**src/rtl/mouse_pkg.sv**
```systemverilog
package mouse_pkg;

  localparam int FRAME_BITS = 32;
  localparam int MAG_BITS   = 7;
  localparam int HALF_BITS  = 16;

  // zero-based frame positions the host decodes
  localparam int POS_LEFT  = 8;
  localparam int POS_RIGHT = 9;
  localparam int POS_SENS1 = 10;
  localparam int POS_SENS2 = 11;
  localparam int POS_ID    = 15;
  localparam int POS_YDIR  = 16;
  localparam int POS_XDIR  = 24;

  typedef enum logic [1:0] {
    SENS_LOW  = 2'd0,
    SENS_MED  = 2'd1,
    SENS_HIGH = 2'd2
  } sens_e;

  function automatic sens_e sens_next(sens_e s);
    case (s)
      SENS_LOW:  return SENS_MED;
      SENS_MED:  return SENS_HIGH;
      default:   return SENS_LOW;
    endcase
  endfunction

  // line levels {first field bit, second field bit}
  function automatic logic [1:0] sens_lines(sens_e s);
    case (s)
      SENS_MED:  return 2'b10;
      SENS_HIGH: return 2'b01;
      default:   return 2'b11;
    endcase
  endfunction

  function automatic int clamp_add(int a, int b, int lim);
    int s;
    s = a + b;
    if (s > lim)  return lim;
    if (s < -lim) return -lim;
    return s;
  endfunction

  // line-level frame, index 0 is the bit shown right after the poll
  function automatic logic [FRAME_BITS-1:0] frame_lines(
    logic left, logic right, sens_e s,
    logic ydir, logic [MAG_BITS-1:0] ymag,
    logic xdir, logic [MAG_BITS-1:0] xmag);
    logic [FRAME_BITS-1:0] lg;
    logic [1:0] sl;
    lg = '0;
    sl = sens_lines(s);
    lg[POS_LEFT]  = left;
    lg[POS_RIGHT] = right;
    lg[POS_SENS1] = ~sl[1];
    lg[POS_SENS2] = ~sl[0];
    lg[POS_ID]    = 1'b1;
    lg[POS_YDIR]  = ydir;
    lg[POS_XDIR]  = xdir;
    for (int i = 0; i < MAG_BITS; i++) begin
      lg[POS_YDIR+1+i] = ymag[MAG_BITS-1-i];
      lg[POS_XDIR+1+i] = xmag[MAG_BITS-1-i];
    end
    return ~lg;
  endfunction

endpackage

```
**src/rtl/port_event_decoder.sv**
```systemverilog
module port_event_decoder #(
  parameter int SHORT_LIMIT = 8
) (
  input  logic clk,
  input  logic rst_n,
  input  logic port_latch,
  input  logic port_clk,
  output logic poll_evt,
  output logic short_evt,
  output logic clk_fall_evt
);
  localparam int WID_W = $clog2(SHORT_LIMIT + 1);

  logic             latch_q;
  logic             pclk_q;
  logic [WID_W-1:0] width_q;
  logic             latch_fall;

  always_ff @(posedge clk) begin
    if (!rst_n) begin
      latch_q <= 1'b0;
      pclk_q  <= 1'b1;
      width_q <= '0;
    end else begin
      latch_q <= port_latch;
      pclk_q  <= port_clk;
      if (!port_latch)
        width_q <= '0;
      else if (width_q != WID_W'(SHORT_LIMIT))
        width_q <= width_q + 1'b1;
    end
  end

  assign latch_fall   = latch_q & ~port_latch;
  assign poll_evt     = latch_fall & (width_q >= WID_W'(SHORT_LIMIT));
  assign short_evt    = latch_fall & (width_q <  WID_W'(SHORT_LIMIT));
  assign clk_fall_evt = pclk_q & ~port_clk & ~port_latch;

endmodule

```
**src/rtl/motion_axis.sv**
```systemverilog
module motion_axis
  import mouse_pkg::*;
#(
  parameter int INC_W = 8
) (
  input  logic                    clk,
  input  logic                    rst_n,
  input  logic                    inc_valid,
  input  logic signed [INC_W-1:0] inc,
  input  logic                    poll,
  output logic                    snap_dir,
  output logic [MAG_BITS-1:0]     snap_mag
);
  localparam int LIM   = (1 << MAG_BITS) - 1;
  localparam int ACC_W = MAG_BITS + 1;

  logic signed [ACC_W-1:0] acc_q;
  logic                    dir_q;
  int                      acc_i;
  int                      inc_i;
  int                      mag_i;

  always_comb begin
    acc_i    = int'(acc_q);
    inc_i    = inc_valid ? int'(inc) : 0;
    mag_i    = (acc_i < 0) ? -acc_i : acc_i;
    snap_mag = MAG_BITS'(mag_i);
    if (acc_i > 0)      snap_dir = 1'b1;
    else if (acc_i < 0) snap_dir = 1'b0;
    else                snap_dir = dir_q;
  end

  always_ff @(posedge clk) begin
    if (!rst_n) begin
      acc_q <= '0;
      dir_q <= 1'b0;
    end else if (poll) begin
      acc_q <= ACC_W'(clamp_add(0, inc_i, LIM));
      dir_q <= snap_dir;
    end else begin
      acc_q <= ACC_W'(clamp_add(acc_i, inc_i, LIM));
    end
  end

endmodule

```
**src/rtl/frame_shifter.sv**
```systemverilog
module frame_shifter
  import mouse_pkg::*;
#(
  parameter int PTR_W = $clog2(FRAME_BITS + 1)
) (
  input  logic                  clk,
  input  logic                  rst_n,
  input  logic                  load,
  input  logic [FRAME_BITS-1:0] load_word,
  input  logic                  advance,
  output logic [PTR_W-1:0]      bit_ptr,
  output logic                  line_out
);
  localparam int IDX_W = $clog2(FRAME_BITS);

  logic [FRAME_BITS-1:0] frame_q;
  logic [PTR_W-1:0]      ptr_q;
  logic                  in_frame;

  always_ff @(posedge clk) begin
    if (!rst_n) begin
      frame_q <= '0;
      ptr_q   <= PTR_W'(FRAME_BITS);
    end else if (load) begin
      frame_q <= load_word;
      ptr_q   <= '0;
    end else if (advance && in_frame) begin
      ptr_q   <= ptr_q + 1'b1;
    end
  end

  assign in_frame = (ptr_q < PTR_W'(FRAME_BITS));
  assign bit_ptr  = ptr_q;
  assign line_out = in_frame ? frame_q[ptr_q[IDX_W-1:0]] : 1'b0;

endmodule

```
**src/rtl/sens_rotator.sv**
```systemverilog
module sens_rotator
  import mouse_pkg::*;
#(
  parameter int BURST_LEN = 31,
  parameter int CNT_W     = $clog2(BURST_LEN + 1)
) (
  input  logic             clk,
  input  logic             rst_n,
  input  logic             poll,
  input  logic             short_pulse,
  input  logic             half_read,
  output sens_e            sens,
  output logic             advance,
  output logic [CNT_W-1:0] burst_cnt
);
  logic             armed_q;
  logic [CNT_W-1:0] cnt_q;
  sens_e            sens_q;
  logic             counting;

  assign counting  = short_pulse & armed_q & half_read;
  assign advance   = counting & (cnt_q == CNT_W'(BURST_LEN - 1));
  assign sens      = sens_q;
  assign burst_cnt = cnt_q;

  always_ff @(posedge clk) begin
    if (!rst_n) begin
      armed_q <= 1'b0;
      cnt_q   <= '0;
      sens_q  <= SENS_LOW;
    end else if (poll) begin
      armed_q <= 1'b1;
      cnt_q   <= '0;
    end else if (advance) begin
      armed_q <= 1'b0;
      cnt_q   <= '0;
      sens_q  <= sens_next(sens_q);
    end else if (counting) begin
      cnt_q   <= cnt_q + 1'b1;
    end
  end

endmodule

```
**src/rtl/mouse_port_responder.sv**
```systemverilog
module mouse_port_responder
  import mouse_pkg::*;
#(
  parameter int SHORT_LIMIT = 8,
  parameter int BURST_LEN   = 31,
  parameter int INC_W       = 8
) (
  input  logic             clk,
  input  logic             rst_n,
  input  logic             port_latch,
  input  logic             port_clk,
  input  logic             btn_left,
  input  logic             btn_right,
  input  logic             mot_valid,
  input  logic [INC_W-1:0] mot_dx,
  input  logic [INC_W-1:0] mot_dy,
  output logic             port_data
);
  localparam int AXES  = 2;
  localparam int PTR_W = $clog2(FRAME_BITS + 1);
  localparam int CNT_W = $clog2(BURST_LEN + 1);

  // named internal events for the checker
  logic                  poll_evt;
  logic                  short_evt;
  logic                  clk_fall_evt;
  logic                  sens_adv_evt;
  logic                  half_read;
  logic [PTR_W-1:0]      bit_ptr;
  logic [CNT_W-1:0]      burst_cnt;
  sens_e                 sens_q;
  logic [FRAME_BITS-1:0] frame_word;

  logic signed [INC_W-1:0]    axis_inc [AXES];
  logic                       axis_dir [AXES];
  logic [MAG_BITS-1:0]        axis_mag [AXES];

  assign axis_inc[0] = mot_dx;
  assign axis_inc[1] = mot_dy;

  port_event_decoder #(.SHORT_LIMIT(SHORT_LIMIT)) u_events (
    .clk          (clk),
    .rst_n        (rst_n),
    .port_latch   (port_latch),
    .port_clk     (port_clk),
    .poll_evt     (poll_evt),
    .short_evt    (short_evt),
    .clk_fall_evt (clk_fall_evt)
  );

  for (genvar a = 0; a < AXES; a++) begin : g_axis
    motion_axis #(.INC_W(INC_W)) u_axis (
      .clk       (clk),
      .rst_n     (rst_n),
      .inc_valid (mot_valid),
      .inc       (axis_inc[a]),
      .poll      (poll_evt),
      .snap_dir  (axis_dir[a]),
      .snap_mag  (axis_mag[a])
    );
  end

  assign frame_word = frame_lines(btn_left, btn_right, sens_q,
                                  axis_dir[1], axis_mag[1],
                                  axis_dir[0], axis_mag[0]);

  frame_shifter #(.PTR_W(PTR_W)) u_shift (
    .clk       (clk),
    .rst_n     (rst_n),
    .load      (poll_evt),
    .load_word (frame_word),
    .advance   (clk_fall_evt),
    .bit_ptr   (bit_ptr),
    .line_out  (port_data)
  );

  assign half_read = (bit_ptr >= PTR_W'(HALF_BITS));

  sens_rotator #(.BURST_LEN(BURST_LEN), .CNT_W(CNT_W)) u_sens (
    .clk         (clk),
    .rst_n       (rst_n),
    .poll        (poll_evt),
    .short_pulse (short_evt),
    .half_read   (half_read),
    .sens        (sens_q),
    .advance     (sens_adv_evt),
    .burst_cnt   (burst_cnt)
  );

endmodule

```
**config.mk**
```make
export PLATFORM = sky130hd
export DESIGN_NAME = mouse_port_responder
export DESIGN_NICKNAME = d
export VERILOG_FILES = /design/src/rtl/mouse_pkg.sv /design/src/rtl/port_event_decoder.sv /design/src/rtl/motion_axis.sv /design/src/rtl/frame_shifter.sv /design/src/rtl/sens_rotator.sv /design/src/rtl/mouse_port_responder.sv
export SDC_FILE = /design/constraint.sdc
export NUM_CORES = 1
export LEC_CHECK = 0
export ABC_AREA = 0
export BUFFER_PORTS_ARGS = -buffer_cell sky130_fd_sc_hd__buf_2
export CAP_MARGIN = 5
export CELL_PAD_IN_SITES_DETAIL_PLACEMENT = 0
export CELL_PAD_IN_SITES_GLOBAL_PLACEMENT = 1
export CORE_MARGIN = 2
export CORE_UTILIZATION = 49
export CTS_CLUSTER_DIAMETER = 120
export DETAILED_ROUTE_END_ITERATION = 12
export GPL_TIMING_DRIVEN = 0
export HOLD_SLACK_MARGIN = 0.03
export PLACE_DENSITY_LB_ADDON = 0.1
export SETUP_SLACK_MARGIN = 0.05
export SYNTH_ARGS = -nofsm -noshare
export SYNTH_HDL_FRONTEND = slang
export SYNTH_HIERARCHICAL = 1
export SYNTH_SLANG_ARGS = --single-unit
```
**constraint.sdc**
```tcl
create_clock -name clk -period 5.05 [get_ports clk]
set_input_delay 0.2525 -clock clk [delete_from_list [all_inputs] [get_ports clk]]
set_output_delay 0.2525 -clock clk [all_outputs]
set_load 0.02 [all_outputs]
```
## Word level (Yosys, flattened, before mapping)

Cells that the tools add are included.

- Bits in registers: 70
- Input port bits: 23
- Output and inout bits: 1
- Logic and storage cells: 127

- $add $sub $neg: 7
- $lt $le $gt $ge: 17
- Equality and inequality tests: 4
- Mux-type cells: 63
- Bitwise gates (word level): 15
- Reduce and logical (&&, ||, !) cells: 8

Operators by type and width:

| operator | count |
|---|---|
| $gt 32x8->1 const B | 4 |
| $lt 32x8->1 const B | 4 |
| $mux 8 | 14 |
| $add 8x32->32 | 2 |
| $mux 32 | 2 |
| $mux 7 | 6 |
| $mux 1 | 36 |
| $not 32->32 | 1 |
| $gt 8x1->1 const B | 2 |
| $lt 8x1->1 const B | 2 |
| $neg 7->7 | 2 |
| $mux 6 | 2 |
| $and 1x1->1 | 8 |
| $pmux 2 s2 | 2 |
| $add 6x1->6 const B | 1 |
| $ge 6x5->1 const B | 1 |
| $lt 5x6->1 const B | 1 |
| $lt 6x6->1 const B | 1 |
| $not 1->1 | 6 |
| $add 5x1->5 const B | 1 |
| $bmux 1 s5 | 1 |
| $eq 5x5->1 const B | 1 |
| $add 4x1->4 const B | 1 |
| $ge 4x4->1 const B | 1 |
| other kinds (10) | 12 |

## Longest topological paths before layout

- Depth after elaboration: 12
- Depth in mapped cells: 21
- Mapped depth without buffers: 18

## Cells and area by module

Netlist, hierarchy kept.

By module, submodules not included:

| module | times used | cells an instance | area each (µm²) | sequential area each (µm²) |
|---|---|---|---|---|
| motion_axis | 2 | 203 | 1646.6 | 180.2 |
| frame_shifter | 1 | 152 | 1769.2 | 760.7 |
| sens_rotator | 1 | 44 | 415.4 | 160.2 |
| port_event_decoder | 1 | 28 | 267.8 | 120.1 |
| mouse_port_responder | 1 | 23 | 93.8 | 0.0 |

## Least setup slack after synthesis

OpenSTA, ideal clock, no wires.

- Kind: input to register
- Start: input mot_valid
- End: register g_axis[0].u_axis.acc_q[5]
- Library setup time: 0.122 ns
- Arrival: 4.001 ns
- Required time: 4.928 ns
- Path slack: 0.927 ns
- Cell stages on the path: 18
- Path buffers: 2
- Cells stage by stage: buf_4 -> buf_2 -> nand2_1 -> inv_1 -> ha_1 -> nand3_1 -> o31ai_1 -> a41oi_1 -> o31ai_4 -> inv_1 -> fa_1 -> nor4b_1 -> nand2_1 -> nor4b_1 -> o211ai_1 -> nand3_1 -> nor2_1 -> a221o_1

- Word-level cells in the longest chain between the ends: 10
- Elaborated cells between the ends (all ways): 29
- Classes of those cells: add/sub: 1; order compare: 4; mux: 24

RTL lines:

| element | line | RTL |
|---|---|---|
| from (decl) | mouse_port_responder.sv:14 | `input logic mot_valid,` |
| $mux 32 * | motion_axis.sv:25 | `inc_i = inc_valid ? int'(inc) : 0;` |
| $add 8x32->32 | mouse_pkg.sv:41 | `s = a + b;` |
| $lt 32x8->1 | mouse_pkg.sv:43 | `if (s < -lim) return -lim;` |
| $mux 1 (2 in series) | mouse_pkg.sv:43 |  |
| $mux 1 | motion_axis.sv:37 | `end else if (poll) begin` |
| $mux 1 | motion_axis.sv:34 | `if (!rst_n) begin` |
| $mux 8 | mouse_pkg.sv:44 | `return s;` |
| $mux 8 | mouse_pkg.sv:43 |  |
| $mux 8 * | motion_axis.sv:37 |  |
| to (signal assigned) | motion_axis.sv:38 | `acc_q <= ACC_W'(clamp_add(0, inc_i, LIM));` |
| to (signal assigned) | motion_axis.sv:41 | `acc_q <= ACC_W'(clamp_add(acc_i, inc_i, LIM));` |
| to (decl) | motion_axis.sv:17 | `logic signed [ACC_W-1:0] acc_q;` |

Every way passes the cells marked *; elsewhere a longest branch is shown, timed or not. The select of a mux whose other input is x is not followed.
A chain may end at the register's enable or synchronous reset.

## Worst setup path in the final report

- Start: input mot_valid
- End: register g_axis[0].u_axis.acc_q[4]

Same word-level chain as after synthesis.

==> summary.md <==
| Metric | Value |
|---|---|
| Row count | `39` |
| Ant. Diodes | `0` |
| Post-place instance area | `0.00615 sq mm` |
| Gate Count Post-Synth | `652` |
| Top delay family on crit path | `simple AND/OR/NAND/NOR gates` |
| Post-route minimum period | `4.58 ns` |
| Routed WL per cell | `15.1 um` |
| R2R Setup Slk | `0.80 ns` |
| WP buf/inv | `6` |
| Clk_skew | `0.00573 ns` |
| Nets | `754` |
| Post-route cell area | `0.00645 sq mm` |
| Min-Delay Endpoint | `u_events/pclk_q` |
| Initial antenna violation count | `0` |
| Clk_lat worst skew | `0.34 ns` |
| Initial DRT Pass Iterations | `8` |
| Largest net degree at the start of global routing | `26` |
| Root Driver | `clkbuf_16` |
| Vias in the first global route | `4669` |
| Worst setup path class | `primary input to flip-flop` |
| Total power divided by cell area | `276 mW/mm^2` |
| DP Worst Slack | `-0.0233 ns` |
| Vias per cell | `5.58` |
| RD Place Congestion | `0.804` |
| Final Total Pwr | `1.78 mW` |
| Setup Buffers After CTS | `0` |
| R2R Path End | `g_axis[0].u_axis/acc_q[4]` |
| FF-to-FF path depth | `17` |
| Critical path data arrival time | `4.80 ns` |
| Layout cells sized above 1 | `14.5%` |
| Data required, critical path | `5.27 ns` |
| Drc violations | `2` |
| Run status | `finished with violations` |
| Actual slew at the worst max-slew pin | `0.756 ns` |
| Critical Path Slowest Stage Cell | `fa_1` |
| CTS tree | `built` |
| Worst path cell trace | `buf_2 > buf_4 > buf_2 > and2_1 > ha_1 > o221ai_1 > o221ai_2 > o21ai_1 > a21oi_1 > or2_1 > buf_2 > inv_1 > fa_1 > inv_1 > fa_1 > nor4b_1 > nand2_1 > nor4b_1 > o211ai_1 > nand3_1 > nor2_1 > a221o_1` |
| Reg2reg start | `g_axis[0].u_axis/acc_q[0]` |
| Final TNS setup | `0 ns` |
| NetSw | `0.586 mW` |
| Total Routing Usage GR | `21.1%` |
| Clk slew on worst S/H paths | `0.06 ns` |
| Net Sw Frac | `33.0%` |
| Synth Area per Inst | `8.95 sq um` |
| Clock power frac | `35.4%` |
| H-Tree Level Count | `3` |
| Initial DRC Count | `268` |
| Post-CTS Hold Buffers | `0` |
| Fill cells | `1078` |
| Chip Width | `113 um` |
| Max VDD drop | `0.134 mV` |
| DR vias | `4687` |
| Core region area | `0.0115 sq mm` |
| Die H | `113 um` |
| Dpl cells | `824` |
| Logic gate share of total power | `31.2%` |
| Part of the power in registers | `33.4%` |
| Final worst-path cycle share | `90.7%` |
| Final Max Slew Viols | `0` |
| Final Util | `56.1%` |
| Mapped Area | `0.00584 sq mm` |
| Cell repeated most along the worst path | `buf_2` |
| Register area | `0.00140 sq mm` |
| Max FO, Critical Path | `12` |
| Int Pwr | `1.19 mW` |
| Clock Tree Buf Depth | `2` |
| Hpwl dp | `9460 um` |
| Final WS setup | `0.468 ns` |
| CP max stage delay | `0.42 ns` |
| Global-route wire length before repair | `22100 um` |
| CTS Buf Count | `9` |
| Final setup viols | `0` |
| Full die area | `0.0128 sq mm` |
| Port buffer count | `19` |
| Max-slew headroom | `49.6%` |
| Failing checks | `design-rule violations` |
| Worst Hold Depth | `2` |
| Hold Crit Start | `port_clk` |
| Worst Hold Class | `primary input to flip-flop` |
| Yosys warns | `6` |
| CP Capture Type | `flip-flop` |
| LEAKAGE | `2.39 nW` |
| Detail Route Antenna Nets | `0` |
| Multi-input logic area | `0.00404 sq mm` |
| Grt ovf | `0` |
| I/O pins | `24` |
| Hold Violations, Final | `0` |
| Min Hold Slack | `0.109 ns` |
| Non-filler instance count after layout | `840` |
| F_max | `218 MHz` |
| Routed WL | `12700 um` |
| Critical Path Start Type | `primary input` |
| Sink Count | `70` |
| Unrepaired setup endpoints after global routing | `no` |
| Initial Util | `50.7%` |
| Layout area overhead | `10.6%` |
| Max Cap Viol | `0` |
## worst reg2reg max path, delay by kind of cell, from the launching register on
kind,cells,cell delay [ns]
AOI/OAI and AO/OA,7,1.50
and+or+nand+nor,6,1.31
adders and majority gates,2,0.73
DFF,1,0.33
buffers and inverters,2,0.27
## cell usage in the layout, fill, tap and decap left out, types with 5 or more instances in the layout
cell type   instances
o21ai_1             8
o22ai_1             6
nand2_1            48
mux4_1              7
clkinvlp_4          5
o31ai_1             8
nand2b_1           25
xnor2_1            28
nand3b_1            5
and2_1              6
nand4_1             8
buf_6               6
a221o_1            12
fa_1               26
nor2b_1            36
clkbuf_16           9
nor2_1             39
conb_1             12
buf_2              40
mux2i_1            41
nand4b_1            6
o21ai_0            15
clkbuf_1            8
nand3_1            15
or2_1               5
ha_1               13
a21oi_1            24
dfxtp_1            70
a32oi_1             5
nor4_1             11
buf_4              10
inv_1              45
xor2_1             10
## power groups by stage
stage	combinational (mW)	clock (mW)	sequential (mW)
final	0.555	0.629	0.595
after global routing	0.624	0.666	0.599
after CTS	0.554	0.646	0.595
after detailed placement	0.552	0	0.607
after global placement	0.536	0	0.606
after floorplan	0.439	0	0.602
## flip-flops by register name (all words and copies together) (netlist names), 2 cells and up
register / flops
g_axis.u_axis/dir_q: 2
u_events/width_q: 4
u_sens/burst_cnt: 5
g_axis.u_axis/acc_q: 16
u_shift/frame_q: 32
u_sens/sens: 2
u_shift/bit_ptr: 6
## area by class of cell
| cell class | count | area share (%) |
|---|---|---|
| Timing Repair Buffer | 19 | 1.47 |
| Inverter | 46 | 2.73 |
| Buffer | 44 | 4.26 |
| Sequential cell | 70 | 21.7 |
| Clock buffer | 11 | 3.61 |
| Clock inverter | 5 | 0.930 |
| Multi-Input combinational cell | 502 | 62.5 |
| Tap cell | 143 | 2.77 |
## routing by layer
layer	vias to the layer above	wire (um)	global-route usage, %
li1	2366	-	-
met1	2246	6170	28.1
met2	67	5910	35.1
met3	8	486	4.77
met4	0	96	4.63
met5	-	0	0
## worst max path at each step
stage | start | endpoint | slack [ns] | depth (start not counted)
final | mot_valid | g_axis[0].u_axis/acc_q[4] | 0.47 | 22
after global routing | mot_valid | g_axis[0].u_axis/acc_q[3] | 0.07 | 22
after CTS | mot_valid | g_axis[1].u_axis/acc_q[4] | 0.32 | 18
after detailed placement | mot_valid | g_axis[1].u_axis/acc_q[4] | -0.02 | 18
after global placement | mot_valid | g_axis[0].u_axis/acc_q[4] | 0.09 | 18
after floorplan | mot_valid | g_axis[0].u_axis/acc_q[5] | 0.93 | 18
## repair_timing
| action | CTS | global route |
|---|---|---|
| gates resized for setup | 0 | 4 |
| endpoints found under the hold margin | 0 | 0 |
| setup endpoints to repair | 0 | 12 |
Power figures use the tool's default switching activity.
